--- src/rtl/dsched_pkg.sv ---
package dsched_pkg;

  typedef enum logic [2:0] {
    ST_OPEN       = 3'd0,
    ST_LDQ_FULL   = 3'd1,
    ST_STQ_FULL   = 3'd2,
    ST_BUF_FULL   = 3'd3,
    ST_GROUP_HOLD = 3'd4
  } stall_e;

  // Priority: buffer, group hold, then load queue, then store queue.
  function automatic stall_e stall_code(input logic full, input logic hold,
                                        input logic ld, input logic st,
                                        input logic lqf, input logic sqf);
    if (full)       return ST_BUF_FULL;
    if (hold)       return ST_GROUP_HOLD;
    if (ld && lqf)  return ST_LDQ_FULL;
    if (st && sqf)  return ST_STQ_FULL;
    return ST_OPEN;
  endfunction

endpackage

--- src/rtl/dsched_gate.sv ---
module dsched_gate #(
  parameter int DEPTH = 8,
  parameter int CNT_W = $clog2(DEPTH + 1)
) (
  input  logic [CNT_W-1:0] used,
  input  logic             hold,
  input  logic             is_ld,
  input  logic             is_st,
  input  logic             lq_full,
  input  logic             sq_full,
  output logic [2:0]       status
);
  import dsched_pkg::*;

  logic full;
  assign full   = (used == CNT_W'(DEPTH));
  assign status = stall_code(full, hold, is_ld, is_st, lq_full, sq_full);
endmodule

--- src/rtl/dsched_pick.sv ---
module dsched_pick #(
  parameter int DEPTH = 8,
  parameter int TAG_W = 6,
  parameter int IDX_W = $clog2(DEPTH)
) (
  input  logic [DEPTH-1:0]       cand,
  input  logic [DEPTH*TAG_W-1:0] tags_flat,
  output logic                   any,
  output logic [IDX_W-1:0]       idx
);
  // a older than b when the modular difference is negative
  function automatic logic is_older(input logic [TAG_W-1:0] a,
                                    input logic [TAG_W-1:0] b);
    logic [TAG_W-1:0] d;
    d = a - b;
    return d[TAG_W-1];
  endfunction

  logic [TAG_W-1:0] best;

  always_comb begin
    any  = 1'b0;
    idx  = '0;
    best = '0;
    for (int i = 0; i < DEPTH; i++) begin
      if (cand[i] && (!any || is_older(tags_flat[i*TAG_W +: TAG_W], best))) begin
        any  = 1'b1;
        idx  = IDX_W'(i);
        best = tags_flat[i*TAG_W +: TAG_W];
      end
    end
  end
endmodule

--- src/rtl/dsched_pool.sv ---
module dsched_pool #(
  parameter int DEPTH = 8,
  parameter int TAG_W = 6,
  parameter int IDX_W = $clog2(DEPTH),
  parameter int CNT_W = $clog2(DEPTH + 1)
) (
  input  logic                   clk,
  input  logic                   rst_n,
  input  logic                   wr_en,
  input  logic [TAG_W-1:0]       wr_tag,
  input  logic                   wr_ops,
  input  logic                   wr_mok,
  input  logic                   ow_vld,
  input  logic [TAG_W-1:0]       ow_tag,
  input  logic                   mw_vld,
  input  logic [TAG_W-1:0]       mw_tag,
  input  logic                   pop_en,
  input  logic [IDX_W-1:0]       pop_idx,
  output logic [DEPTH-1:0]       ready_vec,
  output logic [DEPTH*TAG_W-1:0] tags_flat,
  output logic [CNT_W-1:0]       used
);
  logic [DEPTH-1:0] vld_q, rdy_q, ops_q, mok_q;
  logic [DEPTH-1:0] ops_nx, mok_nx, promote;
  logic [TAG_W-1:0] tag_q [DEPTH];
  logic [IDX_W-1:0] free_idx;
  logic             found;

  // Wake-up match and promotion scan over every waiting entry.
  always_comb begin
    for (int i = 0; i < DEPTH; i++) begin
      ops_nx[i]  = ops_q[i] | (ow_vld && (tag_q[i] == ow_tag));
      mok_nx[i]  = mok_q[i] | (mw_vld && (tag_q[i] == mw_tag));
      promote[i] = vld_q[i] & ~rdy_q[i] & ops_nx[i] & mok_nx[i];
    end
  end

  always_comb begin
    free_idx = '0;
    found    = 1'b0;
    used     = '0;
    for (int i = 0; i < DEPTH; i++) begin
      used = used + CNT_W'(vld_q[i]);
      if (!vld_q[i] && !found) begin
        free_idx = IDX_W'(i);
        found    = 1'b1;
      end
    end
  end

  always_ff @(posedge clk or negedge rst_n) begin
    if (!rst_n) begin
      vld_q <= '0;
      rdy_q <= '0;
      ops_q <= '0;
      mok_q <= '0;
      for (int i = 0; i < DEPTH; i++) tag_q[i] <= '0;
    end else begin
      for (int i = 0; i < DEPTH; i++) begin
        if (pop_en && pop_idx == IDX_W'(i)) begin
          vld_q[i] <= 1'b0;
          rdy_q[i] <= 1'b0;
        end else if (wr_en && found && free_idx == IDX_W'(i)) begin
          vld_q[i] <= 1'b1;
          tag_q[i] <= wr_tag;
          ops_q[i] <= wr_ops;
          mok_q[i] <= wr_mok;
          rdy_q[i] <= wr_ops & wr_mok;
        end else if (vld_q[i]) begin
          ops_q[i] <= ops_nx[i];
          mok_q[i] <= mok_nx[i];
          if (promote[i]) rdy_q[i] <= 1'b1;
        end
      end
    end
  end

  assign ready_vec = rdy_q & vld_q;

  for (genvar g = 0; g < DEPTH; g++) begin : g_tags
    assign tags_flat[g*TAG_W +: TAG_W] = tag_q[g];
  end
endmodule

--- src/rtl/disp_sched.sv ---
module disp_sched #(
  parameter int DEPTH = 8,
  parameter int TAG_W = 6
) (
  input  logic                       clk,
  input  logic                       rst_n,
  input  logic                       disp_vld,
  input  logic [TAG_W-1:0]           disp_tag,
  input  logic                       disp_zero_lat,
  input  logic                       disp_inorder,
  input  logic                       disp_load,
  input  logic                       disp_store,
  input  logic                       disp_ops_rdy,
  input  logic                       disp_grp_hold,
  input  logic                       lsu_lq_full,
  input  logic                       lsu_sq_full,
  input  logic                       lsu_ord_ok,
  input  logic                       opnd_wake_vld,
  input  logic [TAG_W-1:0]           opnd_wake_tag,
  input  logic                       mem_wake_vld,
  input  logic [TAG_W-1:0]           mem_wake_tag,
  input  logic                       cpl_vld,
  input  logic [TAG_W-1:0]           cpl_tag,
  input  logic                       cpl_mem,
  output logic [2:0]                 disp_status,
  output logic                       iss_vld,
  output logic [TAG_W-1:0]           iss_tag,
  output logic                       iss_bypass,
  output logic                       lsu_alloc_ld,
  output logic                       lsu_alloc_st,
  output logic                       lsu_free_vld,
  output logic [TAG_W-1:0]           lsu_free_tag,
  output logic [$clog2(DEPTH+1)-1:0] buf_used
);
  import dsched_pkg::*;

  localparam int IDX_W = $clog2(DEPTH);
  localparam int CNT_W = $clog2(DEPTH + 1);

  logic [2:0]             stat;
  logic                   is_mem, disp_ready, accept, bypass_now, wr_en, pop_en;
  logic [DEPTH-1:0]       ready_vec;
  logic [DEPTH*TAG_W-1:0] tags_flat;
  logic [CNT_W-1:0]       used;
  logic                   pick_any;
  logic [IDX_W-1:0]       pick_idx;
  logic [TAG_W-1:0]       pick_tag;

  dsched_gate #(.DEPTH(DEPTH), .CNT_W(CNT_W)) u_gate (
    .used(used), .hold(disp_grp_hold), .is_ld(disp_load), .is_st(disp_store),
    .lq_full(lsu_lq_full), .sq_full(lsu_sq_full), .status(stat)
  );

  assign is_mem     = disp_load | disp_store;
  assign accept     = disp_vld && (stat == ST_OPEN);
  assign disp_ready = disp_ops_rdy & (~is_mem | lsu_ord_ok);
  assign bypass_now = accept & disp_ready & (disp_zero_lat | disp_inorder);
  assign wr_en      = accept & ~bypass_now;

  dsched_pool #(.DEPTH(DEPTH), .TAG_W(TAG_W), .IDX_W(IDX_W), .CNT_W(CNT_W)) u_pool (
    .clk(clk), .rst_n(rst_n),
    .wr_en(wr_en), .wr_tag(disp_tag), .wr_ops(disp_ops_rdy),
    .wr_mok(~is_mem | lsu_ord_ok),
    .ow_vld(opnd_wake_vld), .ow_tag(opnd_wake_tag),
    .mw_vld(mem_wake_vld), .mw_tag(mem_wake_tag),
    .pop_en(pop_en), .pop_idx(pick_idx),
    .ready_vec(ready_vec), .tags_flat(tags_flat), .used(used)
  );

  dsched_pick #(.DEPTH(DEPTH), .TAG_W(TAG_W), .IDX_W(IDX_W)) u_pick (
    .cand(ready_vec), .tags_flat(tags_flat), .any(pick_any), .idx(pick_idx)
  );

  assign pick_tag = tags_flat[pick_idx*TAG_W +: TAG_W];
  assign pop_en   = pick_any & ~bypass_now;

  always_ff @(posedge clk or negedge rst_n) begin
    if (!rst_n) begin
      iss_vld      <= 1'b0;
      iss_tag      <= '0;
      iss_bypass   <= 1'b0;
      lsu_alloc_ld <= 1'b0;
      lsu_alloc_st <= 1'b0;
      lsu_free_vld <= 1'b0;
      lsu_free_tag <= '0;
    end else begin
      iss_vld      <= bypass_now | pop_en;
      iss_tag      <= bypass_now ? disp_tag : pick_tag;
      iss_bypass   <= bypass_now;
      lsu_alloc_ld <= accept & disp_load;
      lsu_alloc_st <= accept & disp_store;
      lsu_free_vld <= cpl_vld & cpl_mem;
      lsu_free_tag <= cpl_tag;
    end
  end

  assign disp_status = stat;
  assign buf_used    = used;
endmodule

--- config.mk ---
export PLATFORM = sky130hd
export DESIGN_NAME = disp_sched
export DESIGN_NICKNAME = d
export VERILOG_FILES = /design/src/rtl/dsched_pkg.sv /design/src/rtl/dsched_gate.sv /design/src/rtl/dsched_pick.sv /design/src/rtl/dsched_pool.sv /design/src/rtl/disp_sched.sv
export SDC_FILE = /design/constraint.sdc
export NUM_CORES = 1
export LEC_CHECK = 0
export CAP_MARGIN = 5
export CORE_MARGIN = 5
export CORE_UTILIZATION = 25
export DETAILED_ROUTE_END_ITERATION = 10
export PLACE_DENSITY_LB_ADDON = 0.12
export SLEW_MARGIN = 40
export SYNTH_ARGS = -nofsm -noshare
export SYNTH_HDL_FRONTEND = slang
export SYNTH_SLANG_ARGS = --single-unit
--- constraint.sdc ---
create_clock -name clk -period 11.77 [get_ports clk]
set_input_delay 1.7655 -clock clk [delete_from_list [all_inputs] [get_ports clk]]
set_output_delay 1.7655 -clock clk [all_outputs]
set_load 0.03 [all_outputs]
# Word-level counts from Yosys, hierarchy flattened
# Cells that the tools add are included.
# Widths: inputs -> output; s select.
[word_totals] regBits=97 input_bits=40 out_inout_bits=24 wordCells=437
[classes] addsub=14 mul=1 n_eq_ne=31 shift=1 mux=136 n_bitwise=71 n_reduce_logical=136
[ops] operator="$mux 1" n=108
[ops] operator="$eq 6x6->1" n=16
[ops] operator="$logic_and 1x1->1" n=50
[ops] operator="$mux 3" n=16
[ops] operator="$mux 6" n=8
[ops] operator="$reduce_and 2->1" n=24
[ops] operator="$reduce_bool 3->1" n=16
[ops] operator="$shiftx 48x7->6" n=1
[ops] operator="$sub 6x6->6" n=7
[ops] operator="$and 1x1->1" n=32
[ops] operator="$reduce_bool 2->1" n=16
[ops] operator="$add 4x1->4" n=6
[ops] operator="$eq 3x3->1 const B" n=8
[ops] operator="$logic_not 1->1" n=20
[ops] operator="$or 1x1->1" n=20
[ops] operator="$not 1->1" n=18
[ops] operator="$eq 3x2->1 const B" n=4
[ops] operator="$logic_not 3->1" n=3
[ops] operator="$and 8x8->8" n=1
[ops] operator="$mux 2" n=4
[ops] operator="$logic_or 1x1->1" n=7
[ops] operator="$eq 3x1->1 const B" n=2
[ops] operator="$mul 3x2->5 const B" n=1
[ops] operator="$eq 4x4->1 const B" n=1
[ops] operator="$add 1x1->2" n=1

# Depth between registers and ports, before layout
# Gate-level depths: netlist of run 1.
[logic_depth] depth_word=34 mapped_depth=73 depth_no_buf=67

# Modules after synthesis
# Synthesis of run 1 repeated with hierarchy kept, for this count alone.
[unflattened] cells_unflattened=871 hier_area_um2=8280.4
[modules_own_cells] mod="dsched_pool" n_inst=1 cells_per_inst=469 area_per_inst_um2=4992.3 seq_area_each_um2=2001.9
[modules_own_cells] mod="dsched_pick" n_inst=1 cells_per_inst=341 area_per_inst_um2=2267.2 seq_area_each_um2=0.0
[modules_own_cells] mod="disp_sched" n_inst=1 cells_per_inst=54 area_per_inst_um2=972.2 seq_area_each_um2=425.4
[modules_own_cells] mod="dsched_gate" n_inst=1 cells_per_inst=7 area_per_inst_um2=48.8 seq_area_each_um2=0.0

# Least setup slack after synthesis of run 1
# Ideal clock, no wire load.
[synth_path] kind="register to register" startpoint="register u_pool.vld_q[0]" endpoint="register u_pool.tag_q, in the netlist u_pool.tags_flat[3]" setup_ns=0.125 arrival_time_ns=12.655 required_time_ns=11.645 path_slack_ns=-1.010 path_stages_with_launch=69 n_path_buf=6 period_less_slack_ns=12.780 path_cell_list="dfrtp_1 -> and2_1 -> buf_2 -> nand2_1 -> ha_1 -> a21oi_1 -> o221ai_1 -> xnor2_2 -> a21oi_2 -> buf_6 -> nand2_1 -> o21ai_0 -> inv_1 -> ha_1 -> a31oi_1 -> a32oi_1 -> o32a_2 -> a21o_1 -> [33 not listed] -> a21oi_1 -> nor2b_1 -> nor3_1 -> a22o_1 -> a31o_1 -> clkbuf_1 -> o21ai_0 -> ha_1 -> a21o_1 -> a21o_1 -> a21oi_1 -> nor2_1 -> mux2i_1 -> o41a_4 -> a21oi_2 -> buf_4 -> a31oi_4 -> mux2_4"
[synth_between] elab_chain_len=34 word_cells_on_any_way=103 classes_between="14 x add/sub; 1 x eq/ne; 39 x mux; 7 x bitwise; 42 x reduce/logical"
[synth_lines] item="from (decl)" line_no="dsched_pool.sv:23" rtl="logic [DEPTH-1:0] vld_q, rdy_q, ops_q, mok_q;"
[synth_lines] item="from (signal assigned)" line_no="dsched_pool.sv:53" rtl="vld_q <= '0;"
[synth_lines] item="from (signal, indexed assignment)" line_no="dsched_pool.sv:61" rtl="vld_q[i] <= 1'b0;"
[synth_lines] item="from (signal, indexed assignment)" line_no="dsched_pool.sv:64" rtl="vld_q[i] <= 1'b1;"
[synth_lines] item="$and 8x8->8" line_no="dsched_pool.sv:78" rtl="assign ready_vec = rdy_q & vld_q;"
[synth_lines] item="$mux 6 / $mux 1 (equally long branches)" line_no="dsched_pick.sv:26" rtl="if (cand[i] && (!any || is_older(tags_flat[i*TAG_W +: TAG_W], best))) begin"
[synth_lines] item="$sub 6x6->6 / $logic_not 1->1 (equally long branches)" line_no="dsched_pick.sv:15, dsched_pick.sv:26"
[synth_lines] item="$logic_or 1x1->1" line_no="dsched_pick.sv:26"
[synth_lines] item="$logic_and 1x1->1" line_no="dsched_pick.sv:26"
[synth_lines] item="$mux 6 / $mux 1 (equally long branches)" line_no="dsched_pick.sv:26"
[synth_lines] item="$sub 6x6->6 / $logic_not 1->1 (equally long branches)" line_no="dsched_pick.sv:15, dsched_pick.sv:26"
[synth_lines] item="$logic_or 1x1->1" line_no="dsched_pick.sv:26"
[synth_lines] item="[18 not listed]"
[synth_lines] item="$sub 6x6->6 / $logic_not 1->1 (equally long branches)" line_no="dsched_pick.sv:15, dsched_pick.sv:26"
[synth_lines] item="$logic_or 1x1->1" line_no="dsched_pick.sv:26"
[synth_lines] item="$logic_and 1x1->1" line_no="dsched_pick.sv:26"
[synth_lines] item="$mux 3 / $mux 1 (equally long branches)" line_no="dsched_pick.sv:26"
[synth_lines] item="$logic_not 3->1 / $and 1x1->1 (equally long branches)" line_no="dsched_pool.sv:60, disp_sched.sv:75"
[synth_lines] item="$logic_and 1x1->1" line_no="dsched_pool.sv:60" rtl="if (pop_en && pop_idx == IDX_W'(i)) begin"
[synth_lines] item="$not 1->1 (no source line)"
[synth_lines] item="$reduce_and 2->1 (no source line) *"
[synth_lines] item="to (signal, indexed assignment)" line_no="dsched_pool.sv:65" rtl="tag_q[i] <= wr_tag;"
[synth_lines] item="to (decl)" line_no="dsched_pool.sv:25" rtl="logic [TAG_W-1:0] tag_q [DEPTH];"
# Every way passes the cells marked *; elsewhere a longest branch is shown, timed or not.
# A chain may end at the register's enable or synchronous reset.

# Worst setup path after layout of run 1
[layout_path] startpoint="register u_pool.vld_q[0]" endpoint="register u_pool.tag_q, in the netlist u_pool.tags_flat[0]"
# The elaborated chain is that of the path after synthesis.

==> results of run 1 <==
worst reg2reg max path, delay by kind of cell (launching register included):
| kind | cells | cell delay, ns |
|---|---|---|
| mux | 4 | 1.01 |
| compound gates | 32 | 5.56 |
| flops | 1 | 0.36 |
| fa+ha+maj | 7 | 1.84 |
| xor+xnor | 1 | 0.11 |
| buf+inv | 7 | 0.80 |
| simple gates | 14 | 1.59 |
routing by layer:
metal  wire, microns  track usage [%]
met5               0                0
met4             593            4.309
met3            1064            2.337
met2           14980            28.36
met1           15450            23.93
power groups by stage:
stage / registers [mW] / logic [mW] / clock network, mW
global placement: 0.522 / 1.48 / 0
global route: 0.536 / 1.85 / 0.342
detailed placement: 0.520 / 1.47 / 0
finish: 0.526 / 1.72 / 0.323
CTS: 0.514 / 1.58 / 0.334
floorplan: 0.499 / 0.953 / 0
flip-flops by register name, summed over array words and instances (netlist names):
| register | flops |
|---|---|
| lsu_alloc_st | 1 |
| lsu_free_tag | 6 |
| lsu_alloc_ld | 1 |
| u_pool.vld_q | 8 |
| u_pool.ops_q | 8 |
| lsu_free_vld | 1 |
| u_pool.rdy_q | 8 |
| u_pool.mok_q | 8 |
| iss_bypass | 1 |
| u_pool.tags_flat | 48 |
| iss_tag | 6 |
| iss_vld | 1 |
path summary, 6_finish.rpt:
path / startpoint / slack, ns / endpoint
max reg2reg: u_pool.vld_q[0] / 0.41 / u_pool.tags_flat[0]
max in group asynchronous: rst_n / 9.17 / u_pool.tags_flat[42]
min in group asynchronous: rst_n / 1.43 / lsu_free_vld
min reg2reg: u_pool.ops_q[1] / 0.51 / u_pool.ops_q[1]
max: u_pool.vld_q[0] / 0.41 / u_pool.tags_flat[0]
min: u_pool.ops_q[1] / 0.51 / u_pool.ops_q[1]
stage by stage:
step	hold WS, ns	cells
2_1_floorplan	0.4619	925
3_3_place_gp	0.4962	1437
3_5_place_dp	0.4903	1437
4_1_cts	0.5125	1470
5_1_grt	0.5137	1490
6_report	0.5066	1490
layout make-up:
cell class / count / area, sq um / area share, %
sequential: 97 / 2429 / 22.39
inverter: 51 / 191.4 / 1.765
clock inverter: 6 / 73.82 / 0.6806
tap: 442 / 553.0 / 5.099
clock buffer: 10 / 239.0 / 2.203
timing repair buffer: 161 / 1420 / 13.09
multi-input combinational: 723 / 5941 / 54.77
cell usage in the layout, fill, tap and decap left out, drive strengths merged, types with 24 or more instances in the layout:
master and count:
xnor2 56, o21ai 54, mux2 51, nor2 62
nand2 87, xor2 49, nand4 24, clkdlybuf4s50 62
buf 99, dfrtp 97, a21oi 41, inv 53
ha 25
repair_timing:
action | in CTS | in global routing
endpoints found under the setup margin | 41 | 56
pin swaps | 15 | 47
cloned | 1 | 0
gates resized for setup | 24 | 70
setup buffers | 16 | 22
cells by family after synthesis:
family | after synthesis | synth area share, %
flip-flops | 97 | 29.55
multiplexers | 67 | 10.18
adder cells (fa/ha/maj) | 31 | 5.027
XOR/XNOR | 105 | 11.38
AO/OA/AOI/OAI | 249 | 22.48
buffers and inverters | 106 | 5.301
AND/OR/NAND/NOR | 270 | 16.09
==> results_dict.tcl, run 1 <==
set metrics [dict create \
    outcome "complete, no violations" \
    skew_ns 0.01498 \
    slew_headroom_pct 41.37 \
    die_w_microns 191.3 \
    post-dp-hpwl_mm 24.58 \
    ys_ff_latch 97 \
    drc 0 \
    place_ws_ns -0.4022 \
    synthMostInstantiatedCell "dfrtp_1" \
    cp_max_fo 8 \
    diodes 0 \
    cap_violations 0 \
    yosysTopAreaCellShare_pct 29.55 \
    synth_area_leaders "dfrtp_1 (30%), xnor2_1 (5.8%), xor2_1 (5.2%)" \
    portBuffers 63 \
    synth_top_cell_by_area "dfrtp_1" \
    path_class "reg2reg" \
    layout_min_cycle_time_ns 11.36 \
    synthCells 925 \
    grt_usage_pct 17.24 \
    cp_top_family "compound AO/OA/AOI/OAI gates" \
    critPathLaunchType "flip-flop" \
    rows 66 \
    drv_slew 0 \
    switchingPower_mw 1.209 \
    synth_edf_count 0 \
    p_per_area_mw_per_mm2 236.7 \
    drive_above_1_share_pct 26.53 \
    finalPower_mw 2.567 \
    synth_top_cells_by_count "dfrtp_1 (97), nand2_1 (87), nor2_1 (62)" \
    syn_area_sq_mm 0.008214 \
    min_path_cells 1 \
    clock-sinks 97 \
    grt_max_degree 52 \
    cts_tree "done" \
    firstDrtPassIters 5 \
    htreeDepth 3 \
    cts_root_buf "clkbuf_16" \
    drt_iter0_drc 484 \
    yosysSeqAreaShare_pct 29.55 \
    reg2regPathDepth 65 \
    clock_path_buffers 2 \
    tightest_slew_ns 0.8714 \
    hold_buffers 0 \
    grt_pass1_wl_mm 47.81 \
    period_share_pct 96.56 \
    viasPerCell 5.146 \
    cp-end-kind "flip-flop" \
    ir_worst_vdd_v 0.0002951 \
    grt_pass1_vias 7635 \
    critical_path_buf_inv_count 7 \
    pwr-share-comb_pct 66.9 \
    dieArea_sq_mm 0.03658 \
    post_drt_wl_per_cell_microns 21.53 \
    grt_overflow 0 \
    core_sq_mm 0.03245 \
    cpPeakStageDelay_ns 0.39 \
    p_leak_nw 4.480 \
    syn-num-nets 994 \
    ios 64 \
    chipHeight_microns 191.3 \
    fillCellCount 3342 \
    final_area_sq_mm 0.01085 \
    antenna_found_initial 0 \
    min_path_type "reg2reg" \
    p_int_mw 1.359 \
    required_ns 12.02 \
    place_area_sq_mm 0.009731 \
    clkTransAtPathRegs_ns 0.07 \
    drt_wl_total_mm 32.09 \
    ant_nets 0 \
    cp.arrival_ns 11.61 \
    grt_setup_unrepaired "true" \
    syn_to_final_growth_pct 32.05 \
    clk_latency_ns 0.37 \
    cts_inserted_buffers 9 \
    yosysWarnings 0 \
    setup_viol 0 \
    hold_viol 0 \
    fmax_ghz 0.08799 \
    syn_area_per_cell_sq_um 8.880 \
    fin_util_pct 33.42 \
    fin_nets 1112 \
    power_frac_seq_pct 20.5 \
    start_util_pct 25.31 \
    clockPowerShare_pct 12.6 \
    globalplace.congestion 0.8497 \
    fin_ws_ns 0.4052 \
    swShare_pct 47.07 \
    critical_path_cell_count 65 \
    crit_slowest_cell "o32a_2" \
    synthDistinctLibCells 91 \
    synthFlopType "dfrtp_1" \
    synth_async_sr_flop_share_pct 100.0 \
    setup-tns-final_ns 0 \
    vias 7667 \
]
Note: power is estimated with default switching activity, not from simulation.
==> inputs of run 2 (changes only) <==
--- a/config.mk
+++ b/config.mk
@@ -5,9 +5,10 @@
 export SDC_FILE = /design/constraint.sdc
 export NUM_CORES = 1
 export LEC_CHECK = 0
-export CAP_MARGIN = 5
+export ABC_CLOCK_PERIOD_IN_PS = 11770
+export CAP_MARGIN = 40
 export CORE_MARGIN = 5
-export CORE_UTILIZATION = 25
+export CORE_UTILIZATION = 54
 export DETAILED_ROUTE_END_ITERATION = 10
 export PLACE_DENSITY_LB_ADDON = 0.12
 export SLEW_MARGIN = 40
==> run 2 against run 1 <==
Against the previous run: hold slack improved by 0.0054 ns; total power decreased by 3.8%; routed wire length decreased by 15%; final area decreased by 5.0%; first-iteration DRC count increased by 52%; combinational power decreased by 5%; via count increased by 2.5%; sequential share of layout area increased by 1.2 points; final cell count decreased by 18%; sequential power about the same; critical path type unchanged.
==> results_dict.tcl, run 2 (synthesis gave the netlist of run 1 again) <==
set metrics [dict create \
    outcome "complete, no violations" \
    cp.arrival_ns 11.85 \
    drt_iter0_drc 734 \
    clock_path_buffers 2 \
    grt_pass1_wl_mm 41.59 \
    ir_worst_vdd_v 0.0002414 \
    hold_viol 0 \
    grt_max_degree 50 \
    fmax_ghz 0.08605 \
    grt_pass1_vias 7422 \
    ant_nets 0 \
    fin_ws_ns 0.1482 \
    hold_buffers 0 \
    r2r-start "u_pool.vld_q[0]" \
    min_from "u_pool.ops_q[1]" \
    clkTransAtPathRegs_ns 0.07 \
    viasPerCell 6.471 \
    firstDrtPassIters 6 \
    whs_endpoint "u_pool.ops_q[1]" \
    post-place-cells 1161 \
    critPathLaunchType "flip-flop" \
    crit_slowest_cell "or3_4" \
    fillCellCount 1191 \
    largest_register_ffs 48 \
    p_per_area_mw_per_mm2 239.6 \
    clk_latency_ns 0.34 \
    final_common_cell "dfrtp_1" \
    fin_nets 1090 \
    ios 64 \
    p_leak_nw 4.361 \
    setup_viol 0 \
    post_drt_wl_per_cell_microns 22.53 \
    dieArea_sq_mm 0.01778 \
    globalplace.congestion 0.9562 \
    die_w_microns 133.3 \
    min_path_cells 1 \
    reg2regPathDepth 65 \
    grt_usage_pct 29.56 \
    cpPeakStageDelay_ns 0.41 \
    cp-end-kind "flip-flop" \
    cts_root_buf "clkbuf_16" \
    r2r_end "u_pool.tags_flat[11]" \
    drive_above_1_share_pct 24.85 \
    grt_setup_unrepaired "true" \
    final_cell_mix "dfrtp_1 (96), nand2_1 (76), buf_4 (73), clkdlybuf4s50_1 (62), nor2_1 (59)" \
    cts_tree "done" \
    layout_min_cycle_time_ns 11.62 \
    start_util_pct 54.64 \
    tightest_slew_ns 0.8619 \
    clock-sinks 97 \
    path_class "reg2reg" \
    slew_headroom_pct 42.01 \
    portBuffers 63 \
    post-dp-hpwl_mm 20.01 \
    skew_ns 0.006261 \
    vias 7862 \
    grt_overflow 0 \
    min_path_type "reg2reg" \
    rows 45 \
    place_ws_ns -0.2921 \
    final_cells 1215 \
    drt_wl_total_mm 27.38 \
    htreeDepth 3 \
    cp_max_fo 7 \
    core_sq_mm 0.01503 \
    cap_violations 0 \
    period_share_pct 98.74 \
    cts_inserted_buffers 9 \
    drc 0 \
    drv_slew 0 \
    syn_to_final_growth_pct 25.48 \
    setup-tns-final_ns 0 \
    chipHeight_microns 133.3 \
    antenna_found_initial 0 \
    r2r_setup_slack_ns 0.15 \
    required_ns 12.00 \
]
[run 2: timing repair]
action                                  CTS  global route
pin swaps                                 6            46
endpoints found under the setup margin   43            56
setup buffers                             8            29
cloned                                    0             2
gates resized for setup                   5            88
[run 2: worst max-delay path by stage]
stage	from	to	slack (ns)	cells after the start
6_report	u_pool.vld_q[0]	u_pool.tags_flat[11]	0.15	65
5_1_grt	u_pool.vld_q[0]	u_pool.tags_flat[11]	-0.39	65
4_1_cts	u_pool.vld_q[0]	u_pool.tags_flat[2]	0.003	64
3_5_place_dp	u_pool.vld_q[0]	u_pool.tags_flat[10]	-0.29	66
3_3_place_gp	u_pool.vld_q[0]	u_pool.tags_flat[9]	0.07	63
2_1_floorplan	u_pool.vld_q[0]	u_pool.tags_flat[3]	0.002	68
[run 2: area by class of cell]
type                            instances  area (sq um)  area share [%]
Multi-Input combinational cell        723          5914           57.38
Sequential cell                        97          2429           23.56
Timing Repair Buffer                  139          1222           11.86
Clock buffer                           11         252.7           2.452
Tap cell                              188         235.2           2.282
Inverter                               51         191.4           1.857
Clock inverter                          5         60.06          0.5827
Antenna cell                            1         2.502         0.02428
[run 2: critical path: cells and delay by family, from the launching register on]
family	cells	cell delay [ns]
AOI/OAI and AO/OA	30	5.19
buffers and inverters	7	0.81
adders and majority gates	7	1.96
xor gates and xnor gates	1	0.11
muxes	4	0.94
DFF	1	0.36
and+or+nand+nor	16	2.14
[run 2: where the power goes]
part	switching (mW)	leakage (nW)	total, mW	internal, mW
sequential	0.111	1.25	0.527	0.416
clock	0.132	0.153	0.310	0.178
combinational	0.904	2.96	1.63	0.728
[run 2: metal layers]
metal,global-route usage [%],wire (microns),vias to the layer above
li1,-,-,3559
met1,40.57,11520,3789
met2,47.74,12530,435
met3,5.098,2430,79
met4,9.543,896,0
met5,0,0,-
[run 2: stage by stage]
| stage | utilization [%] | cell area [sq um] | total power, mW | hold WS, ns |
|---|---|---|---|---|
| finish | 68.56 | 10310 | 2.469 | 0.5121 |
| global route | 68.55 | 10300 | 2.613 | 0.5250 |
| CTS | 64.13 | 9641 | 2.214 | 0.5138 |
| detailed placement | 61.36 | 9224 | 1.859 | 0.4975 |
| global placement | 61.36 | 9224 | 1.850 | 0.4827 |
| floorplan | - | 8320 | 1.452 | 0.4619 |
